**src/rtl/phy_rst_pkg.sv**
```systemverilog
package phy_rst_pkg;
  typedef enum logic [1:0] {
    OP_ADDR  = 2'd0,
    OP_WRITE = 2'd1,
    OP_READ  = 2'd2
  } phy_op_e;

  typedef enum logic [2:0] {
    ST_IDLE,
    ST_RST_ADDR,
    ST_RST_WR,
    ST_SETTLE,
    ST_POLL_ADDR,
    ST_POLL_RD
  } seq_state_e;

  localparam logic [15:0] CLK_RST_REG   = 16'h7F3F;
  localparam logic [15:0] RST_WR_VAL    = 16'h0001;
  localparam logic [15:0] LANE_STAT_REG = 16'h2003;
  localparam int          LOCK_BIT      = 1;
endpackage

```
**src/rtl/phy_rst_settle.sv**
```systemverilog
module phy_rst_settle #(
  parameter int SETTLE_CYC = 100
) (
  input  logic clk_i,
  input  logic rst_ni,
  input  logic load_i,
  input  logic run_i,
  output logic expire_o
);
  localparam int CNT_W = $clog2(SETTLE_CYC + 1);
  localparam logic [CNT_W-1:0] LOAD_VAL = CNT_W'(SETTLE_CYC - 1);

  logic [CNT_W-1:0] cnt_q;

  always_ff @(posedge clk_i or negedge rst_ni) begin
    if (!rst_ni)                   cnt_q <= '0;
    else if (load_i)               cnt_q <= LOAD_VAL;
    else if (run_i && cnt_q != '0) cnt_q <= cnt_q - 1'b1;
  end

  assign expire_o = run_i && (cnt_q == '0);

  assert_settle_range_R3: assert property (@(posedge clk_i) disable iff (!rst_ni)
    cnt_q <= LOAD_VAL);
  assert_settle_count_R3: assert property (@(posedge clk_i) disable iff (!rst_ni)
    (run_i && !load_i && cnt_q != '0) |=> (cnt_q == $past(cnt_q) - 1'b1));
endmodule

```
**src/rtl/phy_rst_poll_ctr.sv**
```systemverilog
module phy_rst_poll_ctr #(
  parameter int MAX_POLLS = 10,
  localparam int CNT_W = $clog2(MAX_POLLS + 1)
) (
  input  logic             clk_i,
  input  logic             rst_ni,
  input  logic             clr_i,
  input  logic             inc_i,
  output logic [CNT_W-1:0] cnt_o,
  output logic             last_o
);
  logic [CNT_W-1:0] cnt_q;

  always_ff @(posedge clk_i or negedge rst_ni) begin
    if (!rst_ni)     cnt_q <= '0;
    else if (clr_i)  cnt_q <= '0;
    else if (inc_i)  cnt_q <= cnt_q + 1'b1;
  end

  assign cnt_o  = cnt_q;
  assign last_o = (cnt_q == CNT_W'(MAX_POLLS));

  assert_poll_bound_R5: assert property (@(posedge clk_i) disable iff (!rst_ni)
    inc_i |-> !last_o);
endmodule

```
**src/rtl/phy_rst_pdown.sv**
```systemverilog
module phy_rst_pdown (
  input  logic clk_i,
  input  logic rst_ni,
  input  logic req_i,
  output logic pdown_o
);
  logic pd_q;

  always_ff @(posedge clk_i or negedge rst_ni) begin
    if (!rst_ni)    pd_q <= 1'b0;
    else if (req_i) pd_q <= 1'b1;
  end

  assign pdown_o = pd_q;

  assert_pdown_sticky_R9: assert property (@(posedge clk_i) disable iff (!rst_ni)
    pdown_o |=> pdown_o);
  assert_pdown_set_R9: assert property (@(posedge clk_i) disable iff (!rst_ni)
    req_i |=> pdown_o);
endmodule

```
**src/rtl/phy_rst_seq.sv**
```systemverilog
module phy_rst_seq
  import phy_rst_pkg::*;
#(
  parameter int DATA_W     = 16,
  parameter int SETTLE_CYC = 100,
  parameter int MAX_POLLS  = 10,
  localparam int POLL_W    = $clog2(MAX_POLLS + 1)
) (
  input  logic              clk_i,
  input  logic              rst_ni,
  input  logic              start_i,
  input  logic              pdown_req_i,
  output logic              busy_o,
  output logic              done_o,
  output logic              err_o,
  output logic              pdown_o,
  output logic              cmd_valid_o,
  output logic [1:0]        cmd_op_o,
  output logic [DATA_W-1:0] cmd_data_o,
  input  logic              cmd_done_i,
  input  logic              cmd_timeout_i,
  input  logic [DATA_W-1:0] cmd_rdata_i,
  output logic [DATA_W-1:0] last_rdata_o,
  output logic [POLL_W-1:0] poll_cnt_o
);
  localparam int GAP_W = $clog2(SETTLE_CYC + 2);

  seq_state_e  state_q, state_d;
  logic        done_q, err_q;
  logic [DATA_W-1:0] rdata_q;
  logic        accept, cmd_ok, cmd_to;
  logic        fin_ok, fin_err, load_settle, settle_exp, poll_last;
  logic [POLL_W-1:0] poll_cnt;

  assign accept = (state_q == ST_IDLE) && start_i;
  assign cmd_to = cmd_valid_o && cmd_timeout_i;
  assign cmd_ok = cmd_valid_o && cmd_done_i && !cmd_timeout_i;

  always_comb begin
    state_d     = state_q;
    fin_ok      = 1'b0;
    fin_err     = 1'b0;
    load_settle = 1'b0;
    unique case (state_q)
      ST_IDLE:      if (start_i) state_d = ST_RST_ADDR;
      ST_RST_ADDR:  if (cmd_ok) state_d = ST_RST_WR;
      ST_RST_WR:    if (cmd_ok) begin
                      state_d     = ST_SETTLE;
                      load_settle = 1'b1;
                    end
      ST_SETTLE:    if (settle_exp) state_d = ST_POLL_ADDR;
      ST_POLL_ADDR: if (cmd_ok) state_d = ST_POLL_RD;
      ST_POLL_RD:   if (cmd_ok) begin
                      if (cmd_rdata_i[LOCK_BIT]) begin
                        state_d = ST_IDLE;
                        fin_ok  = 1'b1;
                      end else if (poll_last) begin
                        state_d = ST_IDLE;
                        fin_err = 1'b1;
                      end else begin
                        state_d     = ST_SETTLE;
                        load_settle = 1'b1;
                      end
                    end
      default:      state_d = ST_IDLE;
    endcase
    // handshake timeout wins over everything
    if (cmd_to) begin
      state_d     = ST_IDLE;
      fin_ok      = 1'b0;
      fin_err     = 1'b1;
      load_settle = 1'b0;
    end
  end

  always_ff @(posedge clk_i or negedge rst_ni) begin
    if (!rst_ni) begin
      state_q <= ST_IDLE;
      done_q  <= 1'b0;
      err_q   <= 1'b0;
      rdata_q <= '0;
    end else begin
      state_q <= state_d;
      done_q  <= fin_ok || fin_err;
      if (accept)       err_q <= 1'b0;
      else if (fin_err) err_q <= 1'b1;
      else if (fin_ok)  err_q <= 1'b0;
      if (accept) rdata_q <= '0;
      else if (cmd_ok && state_q == ST_POLL_RD) rdata_q <= cmd_rdata_i;
    end
  end

  always_comb begin
    cmd_valid_o = 1'b1;
    cmd_op_o    = OP_ADDR;
    cmd_data_o  = '0;
    unique case (state_q)
      ST_RST_ADDR:  cmd_data_o = DATA_W'(CLK_RST_REG);
      ST_RST_WR:    begin cmd_op_o = OP_WRITE; cmd_data_o = DATA_W'(RST_WR_VAL); end
      ST_POLL_ADDR: cmd_data_o = DATA_W'(LANE_STAT_REG);
      ST_POLL_RD:   cmd_op_o = OP_READ;
      default:      cmd_valid_o = 1'b0;
    endcase
  end

  phy_rst_settle #(.SETTLE_CYC(SETTLE_CYC)) u_settle (
    .clk_i    (clk_i),
    .rst_ni   (rst_ni),
    .load_i   (load_settle),
    .run_i    (state_q == ST_SETTLE),
    .expire_o (settle_exp)
  );

  phy_rst_poll_ctr #(.MAX_POLLS(MAX_POLLS)) u_poll (
    .clk_i  (clk_i),
    .rst_ni (rst_ni),
    .clr_i  (accept),
    .inc_i  (state_q == ST_SETTLE && settle_exp),
    .cnt_o  (poll_cnt),
    .last_o (poll_last)
  );

  phy_rst_pdown u_pdown (
    .clk_i   (clk_i),
    .rst_ni  (rst_ni),
    .req_i   (pdown_req_i),
    .pdown_o (pdown_o)
  );

  assign busy_o       = (state_q != ST_IDLE);
  assign done_o       = done_q;
  assign err_o        = err_q;
  assign last_rdata_o = rdata_q;
  assign poll_cnt_o   = poll_cnt;

  // idle-gap counter for the settle check
  logic [GAP_W-1:0] gap_q;
  always_ff @(posedge clk_i or negedge rst_ni) begin
    if (!rst_ni)                           gap_q <= '0;
    else if (cmd_valid_o)                  gap_q <= '0;
    else if (gap_q != GAP_W'(SETTLE_CYC + 1)) gap_q <= gap_q + 1'b1;
  end

  assert_settle_gap_R3: assert property (@(posedge clk_i) disable iff (!rst_ni)
    ($rose(cmd_valid_o) && cmd_data_o == DATA_W'(LANE_STAT_REG)) |-> gap_q == GAP_W'(SETTLE_CYC));
  assert_cmd_hold_R2: assert property (@(posedge clk_i) disable iff (!rst_ni)
    (cmd_valid_o && !cmd_done_i && !cmd_timeout_i) |=>
      (cmd_valid_o && $stable(cmd_op_o) && $stable(cmd_data_o)));
  assert_lock_ok_R4: assert property (@(posedge clk_i) disable iff (!rst_ni)
    (cmd_valid_o && cmd_op_o == OP_READ && cmd_done_i && !cmd_timeout_i && cmd_rdata_i[LOCK_BIT])
      |=> (done_o && !err_o && !busy_o));
  assert_abort_R6: assert property (@(posedge clk_i) disable iff (!rst_ni)
    (cmd_valid_o && cmd_timeout_i) |=> (done_o && err_o && !busy_o));
  assert_done_pulse_R7: assert property (@(posedge clk_i) disable iff (!rst_ni)
    done_o |=> !done_o);
  assert_err_hold_R7: assert property (@(posedge clk_i) disable iff (!rst_ni)
    (!start_i || busy_o) |=> (done_o || $stable(err_o)));
  assert_busy_start_R8: assert property (@(posedge clk_i) disable iff (!rst_ni)
    (busy_o && start_i && !cmd_to && !fin_ok && !fin_err) |=> busy_o);
endmodule

```
**config.mk**
```make
export PLATFORM = sky130hd
export DESIGN_NAME = phy_rst_seq
export DESIGN_NICKNAME = d
export VERILOG_FILES = /design/src/rtl/phy_rst_pkg.sv /design/src/rtl/phy_rst_settle.sv /design/src/rtl/phy_rst_poll_ctr.sv /design/src/rtl/phy_rst_pdown.sv /design/src/rtl/phy_rst_seq.sv
export SDC_FILE = /design/constraint.sdc
export NUM_CORES = 1
export LEC_CHECK = 0
export ABC_AREA = 1
export BUFFER_PORTS_ARGS = -buffer_cell sky130_fd_sc_hd__clkbuf_2
export CELL_PAD_IN_SITES_DETAIL_PLACEMENT = 1
export CELL_PAD_IN_SITES_GLOBAL_PLACEMENT = 1
export CORE_AREA = 2 2 76 78
export DETAILED_ROUTE_END_ITERATION = 12
export DIE_AREA = 0 0 78 80
export PLACE_DENSITY_LB_ADDON = 0.05
export SETUP_SLACK_MARGIN = 0.4
export SYNTH_ARGS = -nofsm -noshare
export SYNTH_HDL_FRONTEND = slang
export SYNTH_SLANG_ARGS = --single-unit
```
**constraint.sdc**
```tcl
create_clock -name clk_i -period 1.9 [get_ports clk_i]
set_input_delay 0.285 -clock clk_i [delete_from_list [all_inputs] [get_ports clk_i]]
set_output_delay 0.285 -clock clk_i [all_outputs]
set_load 0.005 [all_outputs]
```
### Yosys cells after proc, flatten, opt, wreduce, memory -nomap -nowiden

Index checks and enable logic that the tools add are counted.

* eq/ne operators: 12
* add/subtract/negate cells: 2
* mux-type cells: 37
* reduce and logical (&&, ||, !) cells: 20

Operators by type and width (number)
* $pmux W15 S3: 1
* $mux W16: 2
* $mux W3: 7
* $mux W1: 18
* $ne A3 B3 Y1 const B: 6
* $pmux W3 S6: 1
* $mux W7: 2
* $logic_and A1 B1 Y1: 8
* $mux W4: 2
* $logic_not A7 Y1: 1
* $reduce_bool A7 Y1: 1
* $sub A7 B1 Y7 const B: 1
* $eq A3 B2 Y1 const B: 2
* $eq A3 B3 Y1 const B: 2
* $reduce_and A6 Y1: 1
* $reduce_bool A2 Y1: 3
* $reduce_bool A3 Y1: 2
* $add A4 B1 Y4 const B: 1
* $eq A4 B4 Y1 const B: 1
* $mux W2: 2
* $pmux W2 S2: 1
* $reduce_or A4 Y1: 1
* $eq A3 B1 Y1 const B: 1
* $logic_not A3 Y1: 1
* other kinds (3): 3

* input bits: 22
* output and inout port bits: 43
* logic and storage cells: 78
* register bits: 33

### Depth between registers and ports, before layout

Gate-level depths: netlist of the first run.

* depth after elaboration: 11
* gate-level depth with buffers: 10
* gate-level depth less buffers: 10

### Cells and area by module

From an unflattened synthesis of the first run, not the netlist that was laid out.

* cells, all modules: 238
* area, all modules: 1880.6 um2

By module, submodules not included
* phy_rst_seq: cells an instance 147, times used 1, area an instance 1162.4 um2, sequential area each 525.5 um2
* phy_rst_settle: cells an instance 61, times used 1, area an instance 455.4 um2, sequential area each 175.2 um2
* phy_rst_poll_ctr: cells an instance 26, times used 1, area an instance 226.5 um2, sequential area each 100.1 um2
* phy_rst_pdown: cells an instance 4, times used 1, area an instance 36.3 um2, sequential area each 25.0 um2

### Worst setup path after synthesis of the first run

Ideal clock, no wire load.

* path kind: flip-flop to flip-flop
* start: register u_settle.cnt_q[0]
* end: register state_q[0]
* path buffers: 0
* required time: 1782 ps
* cell stages (with the launch flop): 10
* library setup time: 118 ps
* arrival time: 1382 ps
* slack: 399 ps
* period minus slack after synthesis: 1501 ps
* cell sequence: dfrtp_1 inv_1 ha_1 inv_1 nor2_1 nand3_1 a21oi_2 nand2_2 nand3_1 nand2_1

* longest elaborated chain between the ends: 4

Ends and longest elaborated chain
* start: declaration: line phy_rst_settle.sv:13 `logic [CNT_W-1:0] cnt_q;`
* start signal: assignment: line phy_rst_settle.sv:18 `else if (run_i && cnt_q != '0) cnt_q <= cnt_q - 1'b1;`
* $logic_not A7 Y1: line phy_rst_settle.sv:21 `assign expire_o = run_i && (cnt_q == '0);`
* $logic_and A1 B1 Y1: line phy_rst_settle.sv:21
* $ne A3 B3 Y1 (no line)
* $reduce_and A6 Y1 (no line)
* end signal: assignment: line phy_rst_seq.sv:83 `state_q <= state_d;`
* end: declaration: line phy_rst_seq.sv:28 `seq_state_e state_q, state_d;`

Every way passes these cells.
A chain may end at the register's enable or synchronous reset.

### Final worst setup path of the first run

* start: register state_q[1]
* end: output cmd_data_o[4]

* longest elaborated chain between the ends: 2
* elaborated cells between the ends (all ways): 4
* those cells by class: eq/ne: 3; mux: 1

Ends and longest elaborated chain
* $eq A3 B3 Y1, or another cell as far along: line phy_rst_seq.sv:97 `unique case (state_q)`
* $pmux W15 S3 (*): line phy_rst_seq.sv:97
* end: declaration: line phy_rst_seq.sv:19 `output logic [DATA_W-1:0] cmd_data_o,`

Every way passes the cells marked *; elsewhere a longest branch is shown, timed or not.

==> results of run 1 <==
-- per-layer routing --
metal  global-route usage (%)  up-vias  wire, um
li1                         -      858         -
met1                     20.5      799      2180
met2                     25.0       59      2190
met3                     5.09       13       342
met4                     7.37        0       160
met5                        0        -         0
-- kinds of logic (layout without fill, tap and decap cells) --
| kind of cell | count (synthesis) | in the layout | share of synthesized area (%) |
|---|---|---|---|
| simple gates | 131 | 131 | 36.0 |
| buf+inv | 41 | 109 | 12.1 |
| flops | 33 | 33 | 45.2 |
| compound gates | 12 | 12 | 3.77 |
| fa+ha+maj | 4 | 4 | 2.74 |
| other cells | 1 | 3 | 0.205 |
-- placed cells by master (no fill, tap or decap), types with 2 or more instances in the layout --
master,netlist,layout
clkbuf_2,0,61
buf_6,2,2
nand3_4,2,5
dfrtp_2,0,4
inv_1,20,14
nand2_1,46,41
nor2_2,5,4
clkbuf_8,0,6
buf_4,13,14
o21ai_1,3,3
nand4_1,4,4
nand3_1,49,44
o21ai_0,3,3
nor3_1,2,2
dfrtp_1,33,29
inv_2,4,7
nand2_2,4,7
inv_4,0,3
nand2_4,1,3
a21oi_1,3,2
nor2_4,1,5
nand3_2,2,4
conb_1,1,3
nor2_1,12,9
ha_1,4,3
-- metrics by stage --
stage	setup WS, ns	hold WS (ns)
after floorplan	0.434	-0.0106
after global placement	0.346	0.354
after detailed placement	0.279	0.356
after CTS	0.382	0.0433
after global routing	0.328	0.0671
final	0.393	0.0207
-- state kept, by name (all words and copies together), names as in the netlist --
| signal | count |
|---|---|
| err_o | 1 |
| done_o | 1 |
| u_settle.cnt_q | 7 |
| state_q | 3 |
| last_rdata_o | 16 |
| u_pdown.pdown_o | 1 |
| u_poll.cnt_o | 4 |
-- area by class of cell --
class	count	share of cell area (%)
tap	72	3.65
timing repair buffer	77	17.6
sequential	33	33.7
multi-input combinational	150	37.3
clock buffer	7	3.50
timing repair inverter	1	0.254
inverter	24	4.06
-- power breakdown --
group          switching, W  internal [W]
logic               0.00102      0.000705
registers          0.000154      0.000870
clock network      0.000247      0.000287
-- repair_timing --
item                                    CTS  global route
gates cloned                              0             1
hold endpoints to repair                  0             0
gates resized for setup                  15            29
endpoints found under the setup margin   42            46
setup buffers                             6             7
pin swaps                                 2            12
-- path summary, 6_finish.rpt --
check / endpoint / slack, ns / depth (start not counted) / from
max in group asynchronous: state_q[0] / 1.54 / 2 / rst_ni
min in group clk_i: u_pdown.pdown_o / 0.19 / 2 / pdown_req_i
min reg2reg: u_pdown.pdown_o / 0.47 / 1 / u_pdown.pdown_o
max reg2reg: state_q[0] / 0.43 / 8 / state_q[1]
max: cmd_data_o[4] / 0.39 / 4 / state_q[1]
min: u_poll.cnt_o[2] / 0.02 / 2 / rst_ni
==> results.cfg, run 1 <==
[die]
rows = 27
fp.dieH_um = 80
fp.dieW_um = 78
core-area_mm2 = 0.00541
die-area_mm2 = 0.00624
start_util_pct = 33.8
io_pins = 65

[synth]
synth_top_area_share_pct = 45.2
syn_inst = 222
yosysTopAreaCell = dfrtp_1
synth_most_common_cell = nand3_1
syn_avg_cell_area_um2 = 8.23
synthArstFlopShare_pct = 100
ys_warn_count = 0
netlist_area_mm2 = 0.00183
yosysSeqAreaShare_pct = 45.2
synth_edf_count = 0
synth_area_leaders = dfrtp_1, nand3_1, nand2_1
yosys-top-cells-count = nand3_1, nand2_1, dfrtp_1
yosys_most_used_dff = dfrtp_1
ys_types = 28
ys_ff_latch = 33

[layout]
multi_input_area_um2 = 918
n_antenna_cell = 0
drive_above_1_share_pct = 44.9
utilization_pct = 45.6
finalInstanceArea_mm2 = 0.00246
stdcell_count = 364
regArea_um2 = 831
nNetsFinal = 318
syn_to_final_growth_pct = 34.9
fillerInstances = 680

[global_routing]
first_global_vias = 1671
grt_max_degree = 34
antenna_found_initial = 0
grt_pass1_wl_um = 7820
grt_usage_pct = 16.1
grt_overflow = 0

[worst_setup_path]
worstSetupEndpointType = output port
setup.worst_path.start_class = register
critical_path.cell_chain = inv_2 > nand3_4 > inv_4 > clkbuf_2
path_class = register to output port
worstPathArrival_ns = 1.22
critical_path.slowest_cell = dfrtp_2
critical_path_peak_fanout = 6
crit_buf_inv = 3
slowest_delay_ns = 0.45
critPathRequiredTime_ns = 1.62
critical_path.top_delay_family = flip-flops

[outcome]
run_status = completed

[routing]
ant_nets = 0
drc = 0
vias_per_cell = 4.75
routed_wirelength_um = 4870
wl_per_cell_um = 13.4
drt_iter0_drc = 71
dr_total_vias = 1729
drtPass1Iterations = 4

[placed_design]
hpwl_um = 3350
place_congestion = 0.763
placed_area_mm2 = 0.00213
numPortBuffers = 61
placedCellCount = 343

[pwr]
ir_worst_vdd_uv = 565
power_w = 0.00328
leakage_nw = 1.33
power.density_mw_per_mm2 = 1330

[clocking]
path_clk_slew_ns = 0.07
cts_tree = built
htreeDepth = 2
cts_buffer_depth = 2
clk_latency_ns = 0.28
numCtsBuffers = 5
cts-hold-fix-buffers = 0
cts_root_buffer = clkbuf_8
cts.sinks = 33

[sta]
rsz0062_at_grt = true
finalClockSkew_ns = 0.00722
hold_violations = 0
period_needed_ns = 1.51
setup_viol = 0
period_share_pct = 79.3
maxSlewViolCount = 0
fmax_ghz = 0.664
fin_setup_tns_ns = 0

[worst_hold_path]
min_path_type = input pin to async pin

[job]
maxCapViolCount = 0
Note: power is estimated with default switching activity, not from simulation.
==> run 2, diff against run 1 <==
- CORE_AREA: 2 2 76 78 -> 2 2 79 81
- DIE_AREA: 0 0 78 80 -> 0 0 81 83
- clock period: 1.9 -> 1.3 ns (I/O delays scaled with it)
==> run 2 against run 1 <==
  * The run now ends with setup timing left
  * Routed wire length rose by 30%
  * Worst hold slack gained 0.071 ns
  * Die area up 7.7%
==> results.cfg, run 2 (synthesized netlist as in run 1, its figures left out) <==
[outcome]
run_status = finished, violations left
violations = setup timing

[sta]
finalClockSkew_ns = 0.00705
fmax_ghz = 0.653
rsz0062_at_grt = true
finalWorstSetupSlack_ns = -0.232
setup_viol = 49
period_share_pct = 118
maxSlewViolCount = 0
period_needed_ns = 1.53
whs_ns = 0.0912
hold_violations = 0
fin_setup_tns_ns = -6.15

[worst_setup_path]
path_class = register to output port
crit_buf_inv = 4
worstSetupEndpointType = output port
slowest_delay_ns = 0.45
worstPathArrival_ns = 1.34
critical_path.cell_chain = inv_2 > buf_6 > nand3_4 > buf_12 > nand3_2 > clkbuf_2
critical_path.slowest_cell = dfrtp_2
critPathRequiredTime_ns = 1.11
critical_path.top_delay_family = flip-flops
setup.worst_path.start_class = register
critical_path_peak_fanout = 5

[placed_design]
place_congestion = 0.749
placed_area_mm2 = 0.00241
numPortBuffers = 61
hpwl_um = 3580
pre_cts_slack_ns = -0.159

[global_routing]
grt_max_degree = 34
antenna_found_initial = 0
first_global_vias = 2045
grt_usage_pct = 18.0
grt_pass1_wl_um = 9490
grt_overflow = 0

[die]
fp.dieW_um = 81
fp.dieH_um = 83
die-area_mm2 = 0.00672
core-area_mm2 = 0.00582
rows = 28
start_util_pct = 31.4
io_pins = 65

[layout]
drive_above_1_share_pct = 65.5
n_antenna_cell = 0
largest_reg_flops = 16
utilization_pct = 58.1
syn_to_final_growth_pct = 85.0
final_common_cell = buf_4
nNetsFinal = 376
final_cell_mix = buf_4, clkbuf_2, nand2_1
finalInstanceArea_mm2 = 0.00338

[routing]
drc = 0
routed_wirelength_um = 6340
ant_nets = 0
wl_per_cell_um = 14.9
vias_per_cell = 4.75
drtPass1Iterations = 4
drt_iter0_drc = 55
dr_total_vias = 2023

[clocking]
htreeDepth = 2
cts.sinks = 33
cts_tree = built
numCtsBuffers = 5
cts_buffer_depth = 2
path_clk_slew_ns = 0.07
clk_latency_ns = 0.29
cts_root_buffer = clkbuf_8

[worst_hold_path]
min_path_type = input pin to register

[pwr]
ir_worst_vdd_uv = 1370
leakage_nw = 1.71
power.density_mw_per_mm2 = 1910

[job]
maxCapViolCount = 0
-- run 2: cell types whose count changed in the layout (fill, tap and decap cells not counted), sizes merged --
cell,delta
buf,+70
clkbuf,-19
clkinv,+2
clkinvlp,+1
dlygate4sd3,+1
nand2,+4
-- run 2: worst paths after layout --
| path | start | to | slack (ns) | cells past startpoint |
|---|---|---|---|---|
| min | pdown_req_i | u_pdown.pdown_o | 0.09 | 2 |
| max in group asynchronous | rst_ni | state_q[1] | 0.60 | 3 |
| max reg2reg | state_q[2] | state_q[0] | -0.15 | 9 |
| min reg2reg | u_pdown.pdown_o | u_pdown.pdown_o | 0.48 | 1 |
| min in group asynchronous | rst_ni | u_settle.cnt_q[0] | 0.42 | 3 |
| max | state_q[1] | cmd_data_o[0] | -0.23 | 6 |
-- run 2: what timing repair did --
| action | CTS | global route |
|---|---|---|
| hold endpoints to repair | 33 | 0 |
| resized for setup | 63 | 65 |
| hold buffers | 1 | 0 |
| buffers inserted | 29 | 11 |
| setup endpoints to repair | 72 | 74 |
| pin swaps | 11 | 19 |
| cloned | 2 | 4 |
-- run 2: cell type report --
| class | count | area (um2) |
|---|---|---|
| clock inverter | 3 | 17.5 |
| timing repair inverter | 1 | 11.3 |
| fill | 696 | 2440 |
| clock buffer | 5 | 68.8 |
| tap | 75 | 93.8 |
| timing repair buffer | 131 | 1030 |
| inverter | 24 | 113 |
| sequential | 33 | 828 |
| multi-input combinational | 154 | 1220 |
-- run 2: per-layer routing --
| metal | wire, um | track usage, % |
|---|---|---|
| met1 | 2590 | 22.3 |
| met3 | 260 | 3.59 |
| met2 | 3380 | 30.9 |
| met5 | 0 | 0 |
| met4 | 106 | 5.70 |
-- run 2: per-stage QoR --
step	total power [W]	cells
3_3_place_gp	0.00397	371
3_5_place_dp	0.00401	371
4_1_cts	0.00556	411
6_report	0.00644	426
2_1_floorplan	0.00313	224
5_1_grt	0.00693	426
-- run 2: power breakdown --
| group | switching, W | internal, W |
|---|---|---|
| Clock | 0.000415 | 0.000370 |
| Combinational | 0.00212 | 0.00207 |
| Sequential | 0.000201 | 0.00127 |
==> run 3, diff against run 2 <==
- CORE_AREA: 2 2 79 81 -> 2 2 76 78
- DIE_AREA: 0 0 81 83 -> 0 0 78 80
- clock period: 1.3 -> 1.75 ns (I/O delays scaled with it)
==> run 3 against run 2 <==
  * The run now ends clean
  * Sequential power shrank 23%
  * Clock skew grew 0.0016 ns
  * Flip-flop and latch count stayed put
  * Die area down 7.2%
  * Via count shrank 13%
  * First-iteration DRC count is 5.5% higher
  * Worst setup slack better by 0.46 ns
  * Count of clock-buffer cells in the layout grew 1
  * Core utilization is 9.9 points lower
  * Clock power fell by 29%
==> results.cfg, run 3 (synthesized netlist as in run 1, its figures left out) <==
[outcome]
run_status = completed

[worst_setup_path]
critical_path.slowest_cell = dfrtp_2
critical_path_peak_fanout = 6
worstSetupEndpointType = output port
slowest_delay_ns = 0.48
path_class = register to output port
worstPathArrival_ns = 1.26
critical_path.cell_chain = inv_4 > nand3_4 > inv_4 > clkbuf_2
critical_path.top_delay_family = flip-flops
crit_path_frequent_cell = inv_4
r2r_start = state_q[1]
r2r_end = u_settle.cnt_q[5]
critPathRequiredTime_ns = 1.49
worst-r2r-cell-count = 8
reg2reg_slack_ns = 0.26
setup.worst_path.start_class = register
crit_buf_inv = 3
cp.depth = 4

[routing]
drt_iter0_drc = 58
vias_per_cell = 4.71
routed_wirelength_um = 5110
drtPass1Iterations = 4
drc = 0
wl_per_cell_um = 13.7
ant_nets = 0
dr_total_vias = 1758

[die]
io_pins = 65
fp.dieH_um = 80
fp.dieW_um = 78
core-area_mm2 = 0.00541
start_util_pct = 33.8
die-area_mm2 = 0.00624
rows = 27

[job]
maxCapViolCount = 0

[sta]
whs_ns = 0.00356
fmax_ghz = 0.656
hold_violations = 0
fin_setup_tns_ns = 0
finalClockSkew_ns = 0.00862
period_share_pct = 87.0
setup_viol = 0
finalWorstSetupSlack_ns = 0.227
period_needed_ns = 1.52
rsz0062_at_grt = true
maxSlewViolCount = 0

[layout]
fillerInstances = 684
largest_reg_flops = 16
syn_to_final_growth_pct = 42.7
final_common_cell = clkbuf_2
drive_above_1_share_pct = 47.5
utilization_pct = 48.2
multi_input_area_um2 = 976
n_antenna_cell = 0
regArea_um2 = 830
nNetsFinal = 326
final_cell_mix = clkbuf_2, nand2_1, nand3_1

[pwr]
power.density_mw_per_mm2 = 1430
ir_worst_vdd_uv = 663
leakage_nw = 1.38
power_w = 0.00374

[global_routing]
grt_max_degree = 34
first_global_vias = 1761
use_met3_pct = 3.62
gr-usage-met2_pct = 30.2
grt_overflow = 0
grt_pass1_wl_um = 8300
grtUsageMet1_pct = 21.0
busiest_layer = met2
antenna_found_initial = 0
grt_usage_pct = 17.0

[placed_design]
hpwl_um = 3440
place_congestion = 0.716
pre_cts_slack_ns = 0.159
numPortBuffers = 61

[clocking]
cts-hold-fix-buffers = 0
cts_root_buffer = clkbuf_8
clk_latency_ns = 0.29
cts_tree = built
htreeDepth = 2
cts.sinks = 33
path_clk_slew_ns = 0.07
cts_buffer_depth = 2
numCtsBuffers = 5

[worst_hold_path]
min_path_type = input pin to async pin
[run 3: changes by cell type in the layout (fill, tap and decap cells not counted), moves of 8 or more]
cell,previous run,this run
buf_6,29,6
clkbuf_2,44,57
buf_4,46,22
nand2_1,34,42
nand3_1,21,41
nand3_2,24,7
[run 3: layout make-up]
type | instances | share of cell area [%]
multi-input cells | 150 | 37.4
clock inverters | 2 | 0.384
inverters | 24 | 3.94
repair buffers | 85 | 19.9
repair inverters | 1 | 0.288
clock buffers | 6 | 2.78
flip-flops and latches | 33 | 31.8
well taps | 72 | 3.46
[run 3: timing repair]
action	CTS	global route
buffers inserted	13	8
endpoints found under the setup margin	48	49
resized for setup	26	18
pin swaps	10	6
gates cloned	1	0
[run 3: layer usage]
metal,vias to the layer above,wire length [um]
met3,5,260
met1,840,2210
met4,0,44
met2,50,2600
met5,-,0
li1,863,-
[run 3: how the worst max path moves through the flow]
stage                              to  slack, ns         startpoint
global route        u_settle.cnt_q[5]       0.17         state_q[1]
CTS                       cmd_op_o[1]       0.23         state_q[0]
finish                 cmd_data_o[14]       0.23         state_q[1]
detailed placement              err_o       0.16         state_q[1]
global placement                err_o       0.20         state_q[1]
floorplan                  state_q[0]       0.40  u_settle.cnt_q[1]
[run 3: power by group]
part	internal, W	total, W	switching, W
Sequential	0.000944	0.00113	0.000182
Combinational	0.000900	0.00205	0.00115
Clock	0.000276	0.000560	0.000284
[run 3: metrics by stage]
| step | cell area [um2] | cells |
|---|---|---|
| finish | 2610 | 373 |
| global route | 2610 | 373 |
| CTS | 2450 | 365 |
| detailed placement | 2180 | 343 |
| global placement | 2180 | 343 |
| floorplan | 1890 | 224 |
